**config.mk**
```make
export PLATFORM = sky130hd
export DESIGN_NAME = prog_interval_timer
export DESIGN_NICKNAME = d
export VERILOG_FILES = /design/src/rtl/prog_interval_timer.sv
export SDC_FILE = /design/constraint.sdc
export NUM_CORES = 1
export LEC_CHECK = 0
export BUFFER_PORTS_ARGS = -buffer_cell sky130_fd_sc_hd__buf_2
export CAP_MARGIN = 20
export CORE_MARGIN = 4
export CORE_UTILIZATION = 57
export DETAILED_ROUTE_END_ITERATION = 8
export HOLD_SLACK_MARGIN = 0.05
export PLACE_DENSITY = 0.86
export SYNTH_ARGS = -nofsm -noshare
export SYNTH_HDL_FRONTEND = slang
export SYNTH_SLANG_ARGS = --single-unit
```
**constraint.sdc**
```tcl
create_clock -name clk -period 2.59 [get_ports clk]
set_input_delay 0.3885 -clock clk [delete_from_list [all_inputs] [get_ports clk]]
set_output_delay 0.3885 -clock clk [all_outputs]
set_load 0.02 [all_outputs]
```
**src/rtl/prog_interval_timer.sv**
```systemverilog
module prog_interval_timer #(
  parameter int CNT_W    = 16,
  parameter int DIV_LOG2 = 6
) (
  input  logic             clk,
  input  logic             rst_n,
  input  logic             bus_sel,
  input  logic             bus_we,
  input  logic [1:0]       bus_addr,
  input  logic [CNT_W-1:0] bus_wdata,
  output logic [CNT_W-1:0] bus_rdata,
  output logic             irq
);
  localparam logic [CNT_W-1:0] ONES = '1;
  localparam logic [CNT_W-1:0] ONE  = CNT_W'(1);

  logic en, rld, ie, ovw, slow, flag;
  logic [CNT_W-1:0]    modulus, count;
  logic [DIV_LOG2-1:0] pre;

  wire ctl_wr  = bus_sel & bus_we & (bus_addr == 2'd0);
  wire mod_wr  = bus_sel & bus_we & (bus_addr == 2'd1);
  wire ow_load = mod_wr & ovw;
  wire en_rise = ctl_wr & bus_wdata[0] & ~en;
  wire tick    = en & (~slow | (&pre));
  wire expire  = tick & (count == ONE) & ~ow_load;

  always_ff @(posedge clk) begin
    if (!rst_n) begin
      {en, rld, ie, ovw, slow} <= '0;
    end else if (ctl_wr) begin
      en   <= bus_wdata[0];
      rld  <= bus_wdata[1];
      ie   <= bus_wdata[3];
      ovw  <= bus_wdata[4];
      slow <= bus_wdata[5];
    end
  end

  always_ff @(posedge clk) begin
    if (!rst_n)                      flag <= 1'b0;
    else if (expire)                 flag <= 1'b1;
    else if (ctl_wr && bus_wdata[2]) flag <= 1'b0;
  end

  always_ff @(posedge clk) begin
    if (!rst_n)       modulus <= ONES;
    else if (mod_wr)  modulus <= bus_wdata;
  end

  always_ff @(posedge clk) begin
    if (!rst_n || !en) pre <= '0;
    else if (slow)     pre <= pre + 1'b1;
  end

  always_ff @(posedge clk) begin
    if (!rst_n)              count <= ONES;
    else if (ow_load)        count <= bus_wdata;
    else if (en_rise)        count <= modulus;
    else if (tick) begin
      if (count != '0)       count <= count - 1'b1;
      else if (rld)          count <= modulus;
    end
  end

  always_comb begin
    case (bus_addr)
      2'd0:    bus_rdata = CNT_W'({slow, ovw, ie, flag, rld, en});
      2'd1:    bus_rdata = modulus;
      2'd2:    bus_rdata = count;
      default: bus_rdata = '0;
    endcase
  end

  assign irq = flag & ie;
endmodule


```
==> impl_metrics.env <==
export IMPL_synth_edf_count=0
export IMPL_clk_path_buf_depth=2
export IMPL_worst_setup_path_start_kind="flop"
export IMPL_drc=0
export IMPL_fin_tns_setup_ns=0
export IMPL_r2r_end="count[8]"
export IMPL_area_growth_pct=10.91
export IMPL_yosysSeqAreaShare=0.3215
export IMPL_worstRegToRegCells=7
export IMPL_fin_skew_ns=0.006544
export IMPL_worstSetupPathType="flop to flop"
export IMPL_initialDrtViolationCount=249
export IMPL_power_leakage_uw=0.001252
export IMPL_clock_latency_ns=0.30
export IMPL_fin_crit_ns=2.478
export IMPL_drive_gt1_frac=0.2436
export IMPL_start_util=0.6083
export IMPL_synthesis_area_sq_um=2740
export IMPL_maxSlewViolCount=0
export IMPL_synthCells=315
export IMPL_antenna_found_initial=0
export IMPL_vias=2598
export IMPL_cp_data_arrival_time_ns=2.67
export IMPL_yosys_warnings=0
export IMPL_relSlewSlack=0.5541
export IMPL_p_int_uw=1068
export IMPL_slowest_delay_ns=0.39
export IMPL_routabilityCongestion=0.9429
export IMPL_grt_usage=0.2508
export IMPL_ant_nets=0
export IMPL_cts_tree="yes"
export IMPL_r2r_start="count[1]"
export IMPL_firstDrtPassIters=5
export IMPL_dieWidth_um=77.34
export IMPL_hpwl_um=5054
export IMPL_power_density_nw_per_um2=481.5
export IMPL_globalRouteOverflowTotal=0
export IMPL_p_sw_frac=0.2703
export IMPL_p_switching_uw=395.6
export IMPL_diodes=0
export IMPL_postCtsHoldBufs=0
export IMPL_worst_pin_slew_ns=0.6670
export IMPL_synth_async_reset_ratio=0
export IMPL_cts_buffers=5
export IMPL_finish_utilization=0.6747
export IMPL_syn_avg_cell_area_sq_um=8.699
export IMPL_ys_types=62
export IMPL_p_seq_frac=0.495
export IMPL_power_share_clock=0.362
export IMPL_clk_pin_slew_ns=0.09
export IMPL_worst_path_max_fanout=16
export IMPL_gr_usage_met2=0.3955
export IMPL_finalSetupViolations=0
export IMPL_grt_util_met3=0.04514
export IMPL_syn_nets=341
export IMPL_std_cell_rows=24
export IMPL_post_cts_buffers=0
export IMPL_die_area_sq_um=5981
export IMPL_rsz0062_at_grt="no"
export IMPL_hold_violations=0
export IMPL_die_h_um=77.34
export IMPL_cpMaxStageDelayCell="dfxtp_1"
export IMPL_vias_per_cell=6.415
export IMPL_final_common_cell="nand2_1"
export IMPL_core_sq_um=4504
export IMPL_io_buffers=38
export IMPL_synth_seq_cells=44
export IMPL_layout_common_cells="nand2_1 (73), dfxtp_1 (44), buf_2 (38)"
export IMPL_rrSetupSlack_ns=0.11
export IMPL_busiest_layer="met2"
export IMPL_holdPathStages=3
export IMPL_wirelength_um=7256
export IMPL_io_pins=39
export IMPL_holdPathEnd="modulus[12]"
export IMPL_final_nets=378
export IMPL_hold_class="input port to flop"
export IMPL_status="finished, final reports clean"
export IMPL_placed_cells=397
export IMPL_ys_flop_type="dfxtp_1"
export IMPL_grt_first_pass_wirelength_um=12350
export IMPL_maxCapViolCount=0
export IMPL_h_tree_depth=2
export IMPL_path_cells="inv_1 > ha_1 > nor4b_2 > nand4_2 > nand2_4 > mux2_2 > a221o_2"
export IMPL_first_global_vias=2460
export IMPL_cp_end_kind="flop"
export IMPL_wl_per_cell_um=17.92
export IMPL_root_buffer="clkbuf_8"
export IMPL_cp_required_ns=2.78
export IMPL_fmax_mhz=403.6
export IMPL_pwr_share_comb=0.144
export IMPL_min_from="bus_wdata[12]"
export IMPL_gr_usage_met1=0.3468
export IMPL_finalNonFillerCells=405
export IMPL_vdd_drop_max_mv=0.3988
export IMPL_grt_max_degree=32
export IMPL_cts_sinks=44
export IMPL_period_share=0.9566
-- cells in the mapped netlist, types with 2 or more instances --
library cell	instances	area [sq um]
nor4_2	2	25.02
nand2_1	73	274.0
dfxtp_1	44	880.8
nand3_1	19	95.09
a221o_2	2	22.52
nor3_1	2	10.01
clkbuf_1	8	30.03
o211ai_1	3	22.52
inv_1	6	22.52
a22o_1	9	78.83
nand4_1	3	18.77
clkbuf_8	3	41.29
buf_6	4	45.04
nand4b_1	2	17.52
a41o_1	2	20.02
ha_1	4	50.05
a41oi_1	2	17.52
a21oi_1	4	20.02
nor2b_1	2	12.51
xnor2_1	6	52.55
o311a_1	2	20.02
nor2_1	17	63.81
buf_4	2	15.01
and3_1	2	12.51
nand4_2	2	25.02
o31ai_1	3	22.52
mux2i_1	14	140.1
o21ai_0	12	60.06
mux2_2	8	90.09
a221o_1	10	100.1
nor4_4	2	42.54
or3_1	2	12.51
xor2_1	6	52.55
and2_1	3	18.77
a31oi_1	3	18.77
-- stage by stage --
step,area (sq um),total power [uW],setup WS [ns],hold WS (ns)
floorplan,2740,875.4,0.4173,0.4568
global placement,2923,940.3,0.1793,0.4709
detailed placement,2923,945.2,0.1145,0.4801
CTS,3034,1467,0.05616,0.3059
global route,3039,1520,0.0003879,0.3148
finish,3039,1463,0.1125,0.3098
-- worst max path at each step --
stage / depth (start not counted) / endpoint / from
finish: 7 / count[8] / count[1]
global route: 7 / count[8] / count[1]
CTS: 7 / count[8] / count[1]
detailed placement: 7 / count[8] / count[1]
global placement: 7 / count[8] / count[1]
floorplan: 8 / count[5] / bus_addr[1]
-- metal layers --
metal	vias up	share of wire
li1	1220	-
met1	1235	0.45
met2	127	0.47
met3	16	0.066
met4	0	0.015
met5	-	0
-- critical path: cells and delay by family (launching register included) --
kind            cells  cell delay (ns)
compound gates      1             0.36
fa+ha+maj           1             0.20
buf+inv             1             0.14
flops               1             0.39
mux                 1             0.37
simple gates        3             0.89
-- area by class of cell --
cell class,count,area [sq um]
clock inverters,3,42.54
well taps,52,65.06
flip-flops and latches,44,880.8
inverters,7,26.28
repair buffers,51,287.8
fillers,370,1465
clock buffers,5,68.82
multi-input cells,243,1668
-- flip-flops by register name, indices dropped and copies added (netlist names) --
signal,cells
en,1
modulus,16
flag,1
pre,6
ovw,1
ie,1
count,16
slow,1
rld,1
-- timing repair --
action | in CTS | in global routing
setup endpoints to repair | 0 | 8
resized for setup | 0 | 1
hold endpoints to repair | 0 | 0
-- power groups by stage --
stage | logic (uW) | clock network (uW) | registers [uW]
after detailed placement | 207 | 0 | 738
after global placement | 203 | 0 | 737
after global routing | 228 | 566 | 726
final | 210 | 529 | 724
after floorplan | 148 | 0 | 728
after CTS | 208 | 536 | 723
-- kinds of logic after synthesis --
group | share of synthesized area
AOI/OAI and AO/OA | 0.1923
xor gates and xnor gates | 0.03836
adders and majority gates | 0.01827
buffers and inverters | 0.07168
DFF | 0.3215
muxes | 0.08402
and+or+nand+nor | 0.2740
No activity file was read; power rests on OpenSTA's default activity.
